$ cat src/rtl/tts_pkg.sv
package tts_pkg;
  typedef enum logic {
    SEQ_IDLE = 1'b0,
    SEQ_RUN  = 1'b1
  } seq_st_e;
endpackage

$ cat src/rtl/tts_order_chk.sv
module tts_order_chk #(
  parameter int unsigned CNT_W = 10
) (
  input  logic [CNT_W-1:0] pt_ftw_i,
  input  logic [CNT_W-1:0] pt_vwe_i,
  input  logic [CNT_W-1:0] pt_cnv_i,
  input  logic [CNT_W-1:0] pt_rd_i,
  output logic             cfg_ok_o
);
  localparam int unsigned EW = CNT_W + 1;

  logic [EW-1:0] vwe_gap;

  // Two steps of margin: hold starts one step before conversion,
  // and it must follow the validation decision.
  assign vwe_gap  = {1'b0, pt_vwe_i} + EW'(2);
  assign cfg_ok_o = (pt_ftw_i <= pt_vwe_i) &&
                    (vwe_gap <= {1'b0, pt_cnv_i}) &&
                    (pt_cnv_i < pt_rd_i);
endmodule

$ cat src/rtl/tts_chan_seq.sv
module tts_chan_seq
  import tts_pkg::*;
#(
  parameter int unsigned CNT_W = 10
) (
  input  logic             clk_i,
  input  logic             rst_ni,
  input  logic             cfg_ok_i,
  input  logic             cfd_i,
  input  logic             val_i,
  input  logic [CNT_W-1:0] pt_ftw_i,
  input  logic [CNT_W-1:0] pt_vwe_i,
  input  logic [CNT_W-1:0] pt_cnv_i,
  input  logic [CNT_W-1:0] pt_rd_i,
  output logic             ftw_o,
  output logic             trk_o,
  output logic             hold_o,
  output logic             cnv_o,
  output logic             rd_o,
  output logic             pu_o,
  output logic             cfd_o
);
  seq_st_e          st_q;
  logic [CNT_W-1:0] cnt_q;
  logic             vld_q;
  logic             pu_q;
  logic             cfd_q;

  logic             cfd_edge;
  logic             run;
  logic             at_vwe;
  logic             at_rd;
  logic             cnt_max;
  logic             abort;
  logic [CNT_W-1:0] hold_pt;

  assign cfd_edge = cfd_i & ~cfd_q;
  assign run      = (st_q == SEQ_RUN);
  assign at_vwe   = (cnt_q == pt_vwe_i);
  assign at_rd    = (cnt_q == pt_rd_i);
  assign cnt_max  = &cnt_q;
  assign abort    = at_vwe && !(vld_q || val_i);
  assign hold_pt  = pt_cnv_i - CNT_W'(1);

  always_ff @(posedge clk_i or negedge rst_ni) begin
    if (!rst_ni) begin
      st_q  <= SEQ_IDLE;
      cnt_q <= '0;
      vld_q <= 1'b0;
      pu_q  <= 1'b0;
      cfd_q <= 1'b0;
    end else begin
      cfd_q <= cfd_i;
      unique case (st_q)
        SEQ_IDLE: begin
          if (cfd_edge && cfg_ok_i) begin
            st_q  <= SEQ_RUN;
            cnt_q <= '0;
            vld_q <= 1'b0;
            pu_q  <= 1'b0;
          end
        end
        SEQ_RUN: begin
          if (val_i && (cnt_q <= pt_vwe_i)) vld_q <= 1'b1;
          if (cfd_edge) pu_q <= 1'b1;
          if (abort || at_rd || cnt_max) begin
            st_q <= SEQ_IDLE;
          end else begin
            cnt_q <= cnt_q + CNT_W'(1);
          end
        end
        default: st_q <= SEQ_IDLE;
      endcase
    end
  end

  always_comb begin
    ftw_o  = run && (cnt_q < pt_ftw_i);
    trk_o  = run && (cnt_q < hold_pt);
    hold_o = run && (cnt_q >= hold_pt);
    cnv_o  = run && (cnt_q == pt_cnv_i);
    rd_o   = run && at_rd;
    pu_o   = run && pu_q;
    cfd_o  = cfd_q;
  end
endmodule

$ cat src/rtl/tts_seq_top.sv
module tts_seq_top #(
  parameter int unsigned NUM_CH = 5,
  parameter int unsigned CNT_W  = 10
) (
  input  logic              clk_i,
  input  logic              rst_ni,
  input  logic [NUM_CH-1:0] cfd_i,
  input  logic              val_i,
  input  logic [CNT_W-1:0]  pt_ftw_i,
  input  logic [CNT_W-1:0]  pt_vwe_i,
  input  logic [CNT_W-1:0]  pt_cnv_i,
  input  logic [CNT_W-1:0]  pt_rd_i,
  output logic [NUM_CH-1:0] ftw_o,
  output logic [NUM_CH-1:0] trk_o,
  output logic [NUM_CH-1:0] hold_o,
  output logic [NUM_CH-1:0] cnv_o,
  output logic [NUM_CH-1:0] rd_o,
  output logic [NUM_CH-1:0] pu_o,
  output logic [NUM_CH-1:0] cfd_o
);
  logic cfg_ok;

  tts_order_chk #(.CNT_W(CNT_W)) u_order (
    .pt_ftw_i (pt_ftw_i),
    .pt_vwe_i (pt_vwe_i),
    .pt_cnv_i (pt_cnv_i),
    .pt_rd_i  (pt_rd_i),
    .cfg_ok_o (cfg_ok)
  );

  for (genvar g = 0; g < NUM_CH; g++) begin : g_ch
    tts_chan_seq #(.CNT_W(CNT_W)) u_seq (
      .clk_i    (clk_i),
      .rst_ni   (rst_ni),
      .cfg_ok_i (cfg_ok),
      .cfd_i    (cfd_i[g]),
      .val_i    (val_i),
      .pt_ftw_i (pt_ftw_i),
      .pt_vwe_i (pt_vwe_i),
      .pt_cnv_i (pt_cnv_i),
      .pt_rd_i  (pt_rd_i),
      .ftw_o    (ftw_o[g]),
      .trk_o    (trk_o[g]),
      .hold_o   (hold_o[g]),
      .cnv_o    (cnv_o[g]),
      .rd_o     (rd_o[g]),
      .pu_o     (pu_o[g]),
      .cfd_o    (cfd_o[g])
    );
  end
endmodule

$ cat config.mk
export PLATFORM = sky130hd
export DESIGN_NAME = tts_seq_top
export DESIGN_NICKNAME = d
export VERILOG_FILES = /design/src/rtl/tts_pkg.sv /design/src/rtl/tts_order_chk.sv /design/src/rtl/tts_chan_seq.sv /design/src/rtl/tts_seq_top.sv
export SDC_FILE = /design/constraint.sdc
export NUM_CORES = 1
export LEC_CHECK = 0
export BUFFER_PORTS_ARGS = -buffer_cell sky130_fd_sc_hd__buf_2
export CAP_MARGIN = 5
export CORE_MARGIN = 8
export CORE_UTILIZATION = 62
export CTS_CLUSTER_SIZE = 10
export DETAILED_ROUTE_END_ITERATION = 6
export PLACE_DENSITY = 0.82
export SYNTH_ARGS = -nofsm -noshare
export SYNTH_HDL_FRONTEND = slang
export SYNTH_SLANG_ARGS = --single-unit
$ cat constraint.sdc
create_clock -name clk_i -period 3 [get_ports clk_i]
set_input_delay 0 -clock clk_i [delete_from_list [all_inputs] [get_ports clk_i]]
set_output_delay 0 -clock clk_i [all_outputs]
set_load 0.05 [all_outputs]
---- Word level (Yosys, flattened, before mapping) ----
Index checks and enable logic that the tools add are counted.
operators by class
  add/subtract/negate cells ............... 7
  $lt $le $gt $ge ......................... 23
  equal/unequal tests ..................... 35
  multiplexer cells ....................... 55
  bitwise logic cells ..................... 15
  reduce and logical (&&, ||, !) cells .... 87
operators with widths
  kind                     number
  $eq A10 B10 Y1           15
  $lt A10 B10 Y1           11
  $mux W10                 10
  $pmux W10 S2             5
  $le A10 B10 Y1           6
  $add A10 B1 Y10 const B  5
  $ge A10 B10 Y1           5
  $reduce_and A10 Y1       5
  $logic_and A1 B1 Y1      47
  $ne A2 B2 Y1 const B     15
  $pmux W1 S2              15
  $reduce_and A2 Y1        15
  $mux W1                  25
  $logic_or A1 B1 Y1       15
  $add A10 B2 Y11 const B  1
  $le A11 B10 Y1           1
  $ne A2 B1 Y1 const B     5
  $not A1 Y1               10
  $sub A10 B1 Y10 const B  1
  $and A1 B1 Y1            5
  $logic_not A1 Y1         5
word-level totals
  register bits ........................... 70
  output and inout port bits .............. 35
  word-level logic and storage cells ...... 247

---- Logic depth before layout (Yosys ltp) ----
Gate-level depths: netlist (run 1).
  depth in word-level cells ............... 7
  gate-level depth with buffers ........... 14
  gate-level depth less buffers ........... 12

---- By module ----
Synthesis (run 1) repeated with hierarchy kept, for this count alone.
second synthesis, totals
  cells, all modules ...................... 1242
  area, all modules ....................... 10209.8 sq um
by module, submodules not included
  module                             instances  cells an instance  area an instance (sq um)
  tts_chan_seq at g_ch[1].u_seq ...  3          229                1906.8
  tts_chan_seq at g_ch[0].u_seq ...  2          217                1813.0
  tts_order_chk                      1          121                863.3

---- Least setup slack after synthesis (run 1) ----
Ideal clock, no wire load.
  path type ............................... input -> register
  start ................................... in pt_vwe_i[3]
  end ..................................... reg g_ch[1].u_seq.cnt_q[6]
  data arrival time ....................... 2.425 ns
  data required time ...................... 2.855 ns
  setup slack ............................. 0.430 ns
  stages on the path ...................... 12
  buffers on the path ..................... 1
  cells stage by stage .................... inv_1 -> nor4_2 -> nand2_1 -> xnor2_1 -> ha_1 -> nand4_1 -> or3_1 -> o21ai_0 -> o211ai_4 -> buf_4 -> nor4_2 -> o211ai_1
between the ends
  longest elaborated chain between the ends .. 7
  elaborated cells between the ends (all ways) .. 13
ends and longest elaborated chain
  element                                 line                 text
  from (decl)                             tts_seq_top.sv:10    input logic [CNT_W-1:0] pt_vwe_i,
  $add A10 B2 Y11                         tts_order_chk.sv:16  assign vwe_gap = {1'b0, pt_vwe_i} + EW'(2);
  $le A11 B10 Y1                          tts_order_chk.sv:18  (vwe_gap <= {1'b0, pt_cnv_i}) &&
  $logic_and A1 B1 Y1                     tts_order_chk.sv:17  assign cfg_ok_o = (pt_ftw_i <= pt_vwe_i) &&
  $logic_and A1 B1 Y1                     tts_order_chk.sv:18
  $logic_and A1 B1 Y1                     tts_chan_seq.sv:56   if (cfd_edge && cfg_ok_i) begin
  $ne A2 B1 Y1 (no source line)           n/a
  $reduce_and A2 Y1 (no source line) (*)  n/a
  to (signal assigned)                    tts_chan_seq.sv:69   cnt_q <= cnt_q + CNT_W'(1);
  to (decl)                               tts_chan_seq.sv:24   logic [CNT_W-1:0] cnt_q;
Every way passes the cells marked *; elsewhere a longest branch is shown, timed or not.
A chain may end at the register's enable or synchronous reset.

---- Final worst setup path (run 1) ----
  start ................................... in pt_cnv_i[2]
  end ..................................... out hold_o[2]
between the ends
  longest elaborated chain between the ends .. 3
ends and longest elaborated chain
  element              line                text
  from (decl)          tts_seq_top.sv:11   input logic [CNT_W-1:0] pt_cnv_i,
  $sub A10 B1 Y10      tts_chan_seq.sv:43  assign hold_pt = pt_cnv_i - CNT_W'(1);
  $ge A10 B10 Y1       tts_chan_seq.sv:80  hold_o = run && (cnt_q >= hold_pt);
  $logic_and A1 B1 Y1  tts_chan_seq.sv:80
  to (decl)            tts_seq_top.sv:15   output logic [NUM_CH-1:0] hold_o,
Every way passes these cells.

==> PnR_summary.wiki, run 1 <==
{| class="wikitable"
! Metric !! Value
|-
| Max Cap Violations || 0
|-
| Status || finished, final reports clean
|-
| Post-synthesis to final-layout area growth || 10.1%
|-
| Data required time of the worst path || 3000 ps
|-
| Slew HR || 0.337
|-
| Cell occurring most often along the worst timing path || sky130_fd_sc_hd__nand4_1
|-
| Final setup vio count || 0
|-
| Dominant delay contributor by cell family on the critical path || simple AND/OR/NAND/NOR gates
|-
| Number of flip-flops and latches in the synthesized netlist || 70
|-
| Primary FF master, synth || sky130_fd_sc_hd__dfrtp_1
|-
| Largest net degree at the start of global routing || 71
|-
| Clock buffers created by TritonCTS || 9
|-
| CTS tree || yes
|-
| Number of max-slew violations in the final report || 0
|-
| Routability congestion estimate from global placement || 1.02
|-
| Clock transition at the registers of the reported paths || 60 ps
|-
| Utilization after layout || 0.694
|-
| Final-stage net count || between 1,000 and 1,500
|-
| DRC violation total after the first TritonRoute iteration || 1,060
|-
| Initial antenna violation count || 0
|-
| Clock power frac || 0.128
|-
| Worst path arrival time || 2880 ps
|-
| Commonest non-fill, non-tap cell in the layout || sky130_fd_sc_hd__ha_1
|-
| Tcrit/Tclk final || 0.960
|-
| Starting density of the core || 0.630
|-
| H-tree depth || 3
|-
| Die X || 140 um
|-
| Power density cells || 830 nW/um^2
|-
| TritonRoute pass-1 iters || 5
|-
| Diodes inserted || 0
|-
| Unrepaired setup endpoints after global routing || no
|-
| FFs w/ async S/R, synth || 1.00
|-
| Period minus WS final || 2880 ps
|-
| Warnings, synthesis || 0
|-
| Post-route ant nets || 0
|-
| Vertical die dimension || approximately 140 um
|-
| Achievable clock frequency || 347 MHz
|-
| Critical path class || in2out
|-
| Syn Nets || 1,352
|-
| Switching share of power || 0.514
|-
| Global-route wire length before repair || a little under 50 mm
|-
| Number of global-route vias before repair || 9,299
|-
| Total of buffers placed on input and output ports || around 80
|-
| Number of instances in the synthesized netlist || 1,123
|-
| Total via count in the routed design || between 9,000 and 10,000
|-
| Post-route setup TNS || 0 ps
|-
| Transition time at the pin with the least slew margin || between 900 and 1000 ps
|-
| Distinct cell type count after synthesis || 75
|-
| Most frequent cells in the layout || sky130_fd_sc_hd__ha_1, sky130_fd_sc_hd__buf_2, sky130_fd_sc_hd__inv_1
|-
| Hold Path Class || in2reg
|-
| Number of endpoints with negative hold slack in the final report || 0
|-
| GRT Util Overall || 0.322
|-
| Core Box Area || ~15,000 um^2
|-
| Total length of routed wires || 31.4 mm
|-
| Sequential fraction of the synthesis area || 0.183
|-
| Crit-path max FO || 5
|-
| Buffers plus inverters on the worst setup path || 3
|-
| CP max-delay cell || sky130_fd_sc_hd__xnor2_1
|-
| Maximum ir drop on the vdd rail || 534 uV
|-
| Avg Cell Area, Syn || 8.50 um^2
|-
| Net switching component of the power || 4480 uW
|-
| Reported leakage power || 0.00514 uW
|-
| TritonCTS sink count || 70
|-
| CP peak stage delay || 720 ps
|-
| DRC errors left || 0
|-
| I/O pins || 83
|-
| Routed len/inst || between 20 and 25 um
|-
| Via density per instance || ~6.7
|-
| Category of the worst setup path capture point || primary output
|-
| Relative contribution of combinational cells to total power || 0.652
|-
| Total number of placement rows || 45
|-
| Clk root buf || sky130_fd_sc_hd__clkbuf_16
|-
| Worst Slack Setup Final || 120 ps
|-
| Skew-Pair Late Insertion Delay || between 300 and 400 ps
|-
| Die area || between 15,000 and 20,000 um^2
|-
| Cell Int Power || 4240 uW
|-
| Maximum clock skew at final layout || between 9 and 10 ps
|-
| Setup slack at placement || -18.2 ps
|-
| Detailed placement HPWL || 23.4 mm
|-
| Number of synthesized flops with an enable pin || 0
|-
| Number of buffers on the longest clock path || 2
|-
| Critical path, cell by cell || buf_2 -> inv_1 -> nand4_1 -> nor3_1 -> nand4_1 -> xnor2_1 -> ha_1 -> nand4_1 -> nor2_1 -> a21oi_1 -> o211ai_1 -> a31oi_1 -> nor2_1 -> buf_2
|-
| Fraction of layout instances using a drive strength above 1 || 0.161
|-
| Total overflow reported by the global router || 0
|-
| Cell area after technology mapping || 9550 um^2
|-
| Startpoint types || input pin
|-
| Reg power frac || 0.219
|-
| Quantity of gates resized following cts || 0
|}
## sequential cells by signal, indices dropped and copies added, names as in the netlist
name              count
g_ch.u_seq.cfd_o      5
g_ch.u_seq.cnt_q     50
g_ch.u_seq.run        5
g_ch.u_seq.pu_q       5
g_ch.u_seq.vld_q      5
## power by group through the flow
stage	Sequential (uW)	Clock [uW]	Combinational [uW]
2_1_floorplan	1700	0	4390
3_3_place_gp	1900	0	5360
3_5_place_dp	1910	0	5550
4_1_cts	1890	1120	5610
5_1_grt	1960	1160	6280
6_report	1910	1120	5690
## area by class of cell
class	instances	area (um^2)
clock buffers	10	239
clock inverters	6	61.3
fillers	1214	4630
inverters	73	274
multi-input cells	887	6990
flip-flops and latches	70	1750
well taps	188	235
repair buffers	153	961
## cells in the mapped netlist (9+ instances only)
| library cell | instances | area (um^2) |
|---|---|---|
| sky130_fd_sc_hd__and3_1 | 9 | 56.3 |
| sky130_fd_sc_hd__o31ai_1 | 15 | 113 |
| sky130_fd_sc_hd__nand3_1 | 45 | 225 |
| sky130_fd_sc_hd__or4_1 | 10 | 75.1 |
| sky130_fd_sc_hd__buf_4 | 39 | 293 |
| sky130_fd_sc_hd__nand2_1 | 48 | 180 |
| sky130_fd_sc_hd__nor4_1 | 14 | 87.6 |
| sky130_fd_sc_hd__and2_1 | 9 | 56.3 |
| sky130_fd_sc_hd__clkbuf_1 | 36 | 135 |
| sky130_fd_sc_hd__inv_1 | 73 | 274 |
| sky130_fd_sc_hd__xnor2_1 | 64 | 561 |
| sky130_fd_sc_hd__xor2_1 | 50 | 438 |
| sky130_fd_sc_hd__a21oi_1 | 49 | 245 |
| sky130_fd_sc_hd__o211ai_1 | 15 | 113 |
| sky130_fd_sc_hd__a211oi_1 | 17 | 128 |
| sky130_fd_sc_hd__a31oi_1 | 28 | 175 |
| sky130_fd_sc_hd__o21ai_0 | 43 | 215 |
| sky130_fd_sc_hd__a21o_1 | 38 | 285 |
| sky130_fd_sc_hd__nand4_1 | 48 | 300 |
| sky130_fd_sc_hd__nor3_1 | 23 | 115 |
| sky130_fd_sc_hd__or3_1 | 9 | 56.3 |
| sky130_fd_sc_hd__o21a_1 | 10 | 75.1 |
| sky130_fd_sc_hd__nand2b_1 | 13 | 81.3 |
| sky130_fd_sc_hd__nor2_1 | 50 | 188 |
| sky130_fd_sc_hd__buf_2 | 13 | 65.1 |
| sky130_fd_sc_hd__a211o_1 | 9 | 78.8 |
| sky130_fd_sc_hd__dfrtp_1 | 70 | 1750 |
| sky130_fd_sc_hd__nor2b_1 | 11 | 68.8 |
| sky130_fd_sc_hd__ha_1 | 181 | 2260 |
## cells by family after synthesis
| kind of cell | Yosys count | share of synthesized area |
|---|---|---|
| compound gates | 277 | 0.207 |
| mux | 5 | 0.00524 |
| xor+xnor | 114 | 0.105 |
| buf+inv | 166 | 0.0840 |
| fa+ha+maj | 181 | 0.237 |
| flops | 70 | 0.183 |
| simple gates | 310 | 0.178 |
## per-layer routing
layer	GRT usage	wire length, um	up-vias
li1	-	-	4270
met1	0.390	12100	4340
met2	0.502	13700	542
met3	0.0778	3520	163
met4	0.209	2200	0
met5	0	0	-
## final timing paths
| kind | from | endpoint | slack [ps] | depth (start not counted) |
|---|---|---|---|---|
| setup / recovery | pt_cnv_i[2] | hold_o[2] | 120 | 14 |
| hold / removal | val_i | g_ch[0].u_seq.vld_q | 100 | 3 |
| setup reg to reg | g_ch[4].u_seq.cnt_q[5] | g_ch[4].u_seq.cnt_q[7] | 430 | 7 |
| hold reg to reg | g_ch[3].u_seq.pu_q | g_ch[3].u_seq.pu_q | 490 | 1 |
| max in group asynchronous | rst_ni | g_ch[1].u_seq.cnt_q[1] | 2000 | 2 |
| min in group asynchronous | rst_ni | g_ch[0].u_seq.cnt_q[8] | 350 | 2 |
## worst reg2reg max path, delay by kind of cell, from the launching register on
family	cells	cell delay (ps)
flops	1	550
compound gates	4	1150
fa+ha+maj	1	390
simple gates	2	400
## through the flow
step | cells | hold slack (ps) | cell area [um^2] | power, uW
2_1_floorplan | 1123 | -296 | 9550 | 6080
3_3_place_gp | 1365 | 118 | 10200 | 7260
3_5_place_dp | 1365 | 119 | 10200 | 7460
4_1_cts | 1387 | 71.1 | 10500 | 8620
5_1_grt | 1387 | 109 | 10500 | 9390
6_report | 1387 | 97.0 | 10500 | 8720
## repair_timing
item,in CTS,in global routing
hold buffers,6,0
hold endpoints to repair,75,0
buffers inserted,0,0
(Power assumes the default switching activity.)
==> inputs of run 2 (changes only) <==
--- a/config.mk
+++ b/config.mk
@@ -7,11 +7,12 @@
 export LEC_CHECK = 0
 export BUFFER_PORTS_ARGS = -buffer_cell sky130_fd_sc_hd__buf_2
 export CAP_MARGIN = 5
+export CORE_ASPECT_RATIO = 0.5
 export CORE_MARGIN = 8
 export CORE_UTILIZATION = 62
 export CTS_CLUSTER_SIZE = 10
 export DETAILED_ROUTE_END_ITERATION = 6
-export PLACE_DENSITY = 0.82
+export PLACE_DENSITY = 0.83
 export SYNTH_ARGS = -nofsm -noshare
 export SYNTH_HDL_FRONTEND = slang
 export SYNTH_SLANG_ARGS = --single-unit
==> run 2 against run 1 <==
  * Register-to-register slack got worse by 90 ps
  * Hold slack improved by 4.5 ps
  * Clock skew decreased by 3.6 ps
  * Combinational power decreased by 3.7%
  * Via count increased by 3.9%
  * Cell area decreased by 0.67%
  * Maximum frequency increased by 3.4%
  * Utilization decreased by 0.77 points
  * Critical path type is now in2reg
  * Critical endpoint is now g_ch[4].u_seq.cnt_q[0]
  * Largest cell class unchanged
==> PnR_summary.wiki, run 2 (same netlist as run 1, synthesis figures left out) <==
{| class="wikitable"
! Metric !! Value
|-
| Most flops, register || g_ch.u_seq.cnt_q
|-
| DRC violation total after the first TritonRoute iteration || 1,221 (+15%)
|-
| Number of max-slew violations in the final report || 0 (unchanged)
|-
| Initial antenna violation count || 0 (unchanged)
|-
| GRT Util Overall || 0.325 (+0.00349)
|-
| Transition time at the pin with the least slew margin || 960 ps (-34.2 ps)
|-
| Die area || 19,900 um^2 (+1.2%)
|-
| Core Box Area || 15,200 um^2 (+0.45%)
|-
| Layout Cell Area excl Fill || 10,400 um^2 (-0.67%)
|-
| TritonRoute pass-1 iters || 5 (unchanged)
|-
| Final-stage net count || 1,408 (-1.1%)
|-
| Data required time of the worst path || 3180 ps (+180 ps)
|-
| Vertical die dimension || 104 um (-26%)
|-
| Number of buffers inserted to repair setup after CTS || 0 (unchanged)
|-
| Number of endpoints with negative hold slack in the final report || 0 (unchanged)
|-
| Power density cells || 838 nW/um^2 (+1.0%)
|-
| Via density per instance || 6.97 (+3.8%)
|-
| Flip-flop count of the largest register, all copies and words added || 50 (unchanged)
|-
| Total length of routed wires || 32.6 mm (+3.7%)
|-
| Most frequent cells in the layout || sky130_fd_sc_hd__ha_1, sky130_fd_sc_hd__buf_2, sky130_fd_sc_hd__inv_1
|-
| Instance area after placement || 10,100 um^2 (-0.91%)
|-
| Total via count in the routed design || 9,678 (+3.9%)
|-
| Unrepaired setup endpoints after global routing || no
|-
| Post-synthesis to final-layout area growth || 9.41%
|-
| Setup slack at placement || -3.47 ps (+14.7 ps)
|-
| Slew HR || 0.360 (+0.0228)
|-
| Crit-path max FO || 15 (+10)
|-
| Max Cap Violations || 0 (unchanged)
|-
| Fraction of layout instances using a drive strength above 1 || 0.150 (-0.0105)
|-
| Number of buffers on the longest clock path || 2 (unchanged)
|-
| Clock buffers created by TritonCTS || 9 (unchanged)
|-
| Tcrit/Tclk final || 0.928 (-0.0318)
|-
| Period minus WS final || 2780 ps (-95.4 ps)
|-
| Achievable clock frequency || 359 MHz (+3.4%)
|-
| Category of the worst setup path capture point || flop
|-
| Detailed placement HPWL || 23.7 mm (+1.0%)
|-
| Worst Slack Setup Final || 216 ps (+95.4 ps)
|-
| TritonCTS sink count || 70 (unchanged)
|-
| H-tree depth || 3 (unchanged)
|-
| I/O pins || 83 (unchanged)
|-
| Die X || 192 um (+37%)
|-
| Total power || 8750 uW (+0.33%)
|-
| Maximum clock skew at final layout || 6.33 ps (-3.56 ps)
|-
| Total overflow reported by the global router || 0 (unchanged)
|-
| Post-route ant nets || 0 (unchanged)
|-
| Total of buffers placed on input and output ports || 82 (unchanged)
|-
| Commonest non-fill, non-tap cell in the layout || sky130_fd_sc_hd__ha_1
|-
| Reported leakage power || 0.00507 uW (-1.2%)
|-
| Largest net degree at the start of global routing || 71 (unchanged)
|-
| Startpoint types || input pin
|-
| Worst path arrival time || 2960 ps (+80 ps)
|-
| Skew-Pair Late Insertion Delay || 340 ps (-20 ps)
|-
| Routability congestion estimate from global placement || 1.00 (-1.4%)
|-
| Total number of placement rows || 32 (-29%)
|-
| Clk root buf || sky130_fd_sc_hd__clkbuf_16
|-
| DRC errors left || 0 (unchanged)
|-
| Starting density of the core || 0.628 (-0.00285)
|-
| CTS tree || yes
|-
| Hold Path Class || in2reg
|-
| Clock transition at the registers of the reported paths || 60 ps (about the same)
|-
| Routed len/inst || 23.5 um (+3.6%)
|-
| Global-route wire length before repair || 51.4 mm (+4.0%)
|-
| Number of global-route vias before repair || 9,580 (+3.0%)
|-
| Critical path class || in2reg
|-
| Maximum ir drop on the vdd rail || 360 uV (-32%)
|-
| Status || finished, final reports clean
|-
| Final setup vio count || 0 (unchanged)
|}
[run 2: changes by cell type in the layout (fill, tap and decap cells not counted)]
cell,previous run,this run
sky130_fd_sc_hd__bufinv_16,1,2
sky130_fd_sc_hd__clkinvlp_4,1,0
sky130_fd_sc_hd__diode_2,0,1
sky130_fd_sc_hd__clkinv_2,3,2
sky130_fd_sc_hd__buf_4,66,51
sky130_fd_sc_hd__clkinv_4,1,2
sky130_fd_sc_hd__xnor2_2,0,1
sky130_fd_sc_hd__xnor2_1,64,63
sky130_fd_sc_hd__clkbuf_8,1,0
[run 2: metrics by stage]
step                       util  TNS, ps  std cells  hold WS, ps
final                     0.687        0       1388          101
after global routing      0.686        0       1387          117
after CTS                 0.686        0       1387         87.4
after detailed placement  0.661    -3.47       1366          123
after global placement    0.661        0       1366          118
after floorplan               -        0       1123         -296
[run 2: report_power, final]
part | leakage, uW | switching, uW | internal (uW) | total [uW]
Combinational | 0.00410 | 3270 | 2210 | 5480
Clock | 0.000155 | 464 | 725 | 1190
Sequential | 0.000815 | 802 | 1280 | 2080
[run 2: final timing paths]
kind | end | startpoint | slack (ps) | cells past startpoint
setup / recovery | g_ch[4].u_seq.cnt_q[0] | pt_vwe_i[5] | 220 | 12
hold / removal | g_ch[0].u_seq.vld_q | val_i | 100 | 3
setup reg to reg | g_ch[2].u_seq.cnt_q[9] | g_ch[2].u_seq.cnt_q[8] | 340 | 7
hold reg to reg | g_ch[0].u_seq.pu_q | g_ch[0].u_seq.pu_q | 500 | 1
max in group asynchronous | g_ch[4].u_seq.cnt_q[6] | rst_ni | 2010 | 2
min in group asynchronous | g_ch[2].u_seq.run | rst_ni | 320 | 2
[run 2: what timing repair did]
action | 4_1_cts | 5_1_grt
resized for setup | 0 | 1
hold endpoints to repair | 75 | 0
setup endpoints to repair | 0 | 1
hold buffers | 6 | 0
[run 2: final cells by class]
type	instances	area, um^2
multi-input combinational	887	7000
fill	1198	4770
sequential	70	1750
timing repair buffer	138	848
inverter	73	274
tap	204	255
clock buffer	9	225
clock inverter	6	87.6
antenna	1	2.50
[run 2: critical path: stages]
cell                       delay (ps)
sky130_fd_sc_hd__buf_2            120
sky130_fd_sc_hd__inv_1             70
sky130_fd_sc_hd__nor4_2           330
sky130_fd_sc_hd__nand2_1          120
sky130_fd_sc_hd__xnor2_1          150
sky130_fd_sc_hd__ha_1             310
sky130_fd_sc_hd__nand4_1          150
sky130_fd_sc_hd__or3_1            390
sky130_fd_sc_hd__o21ai_0          150
sky130_fd_sc_hd__o211ai_4         340
sky130_fd_sc_hd__nor4_4           610
sky130_fd_sc_hd__o21ai_0          230
[run 2: routing by layer]
metal / global-route usage / vias up / share of wire / wire [um]
met5: 0 / - / 0 / 0
met4: 0.193 / 0 / 0.065 / 2110
met3: 0.106 / 192 / 0.14 / 4470
met2: 0.466 / 708 / 0.41 / 13200
met1: 0.420 / 4544 / 0.39 / 12800
li1: - / 4234 / - / -
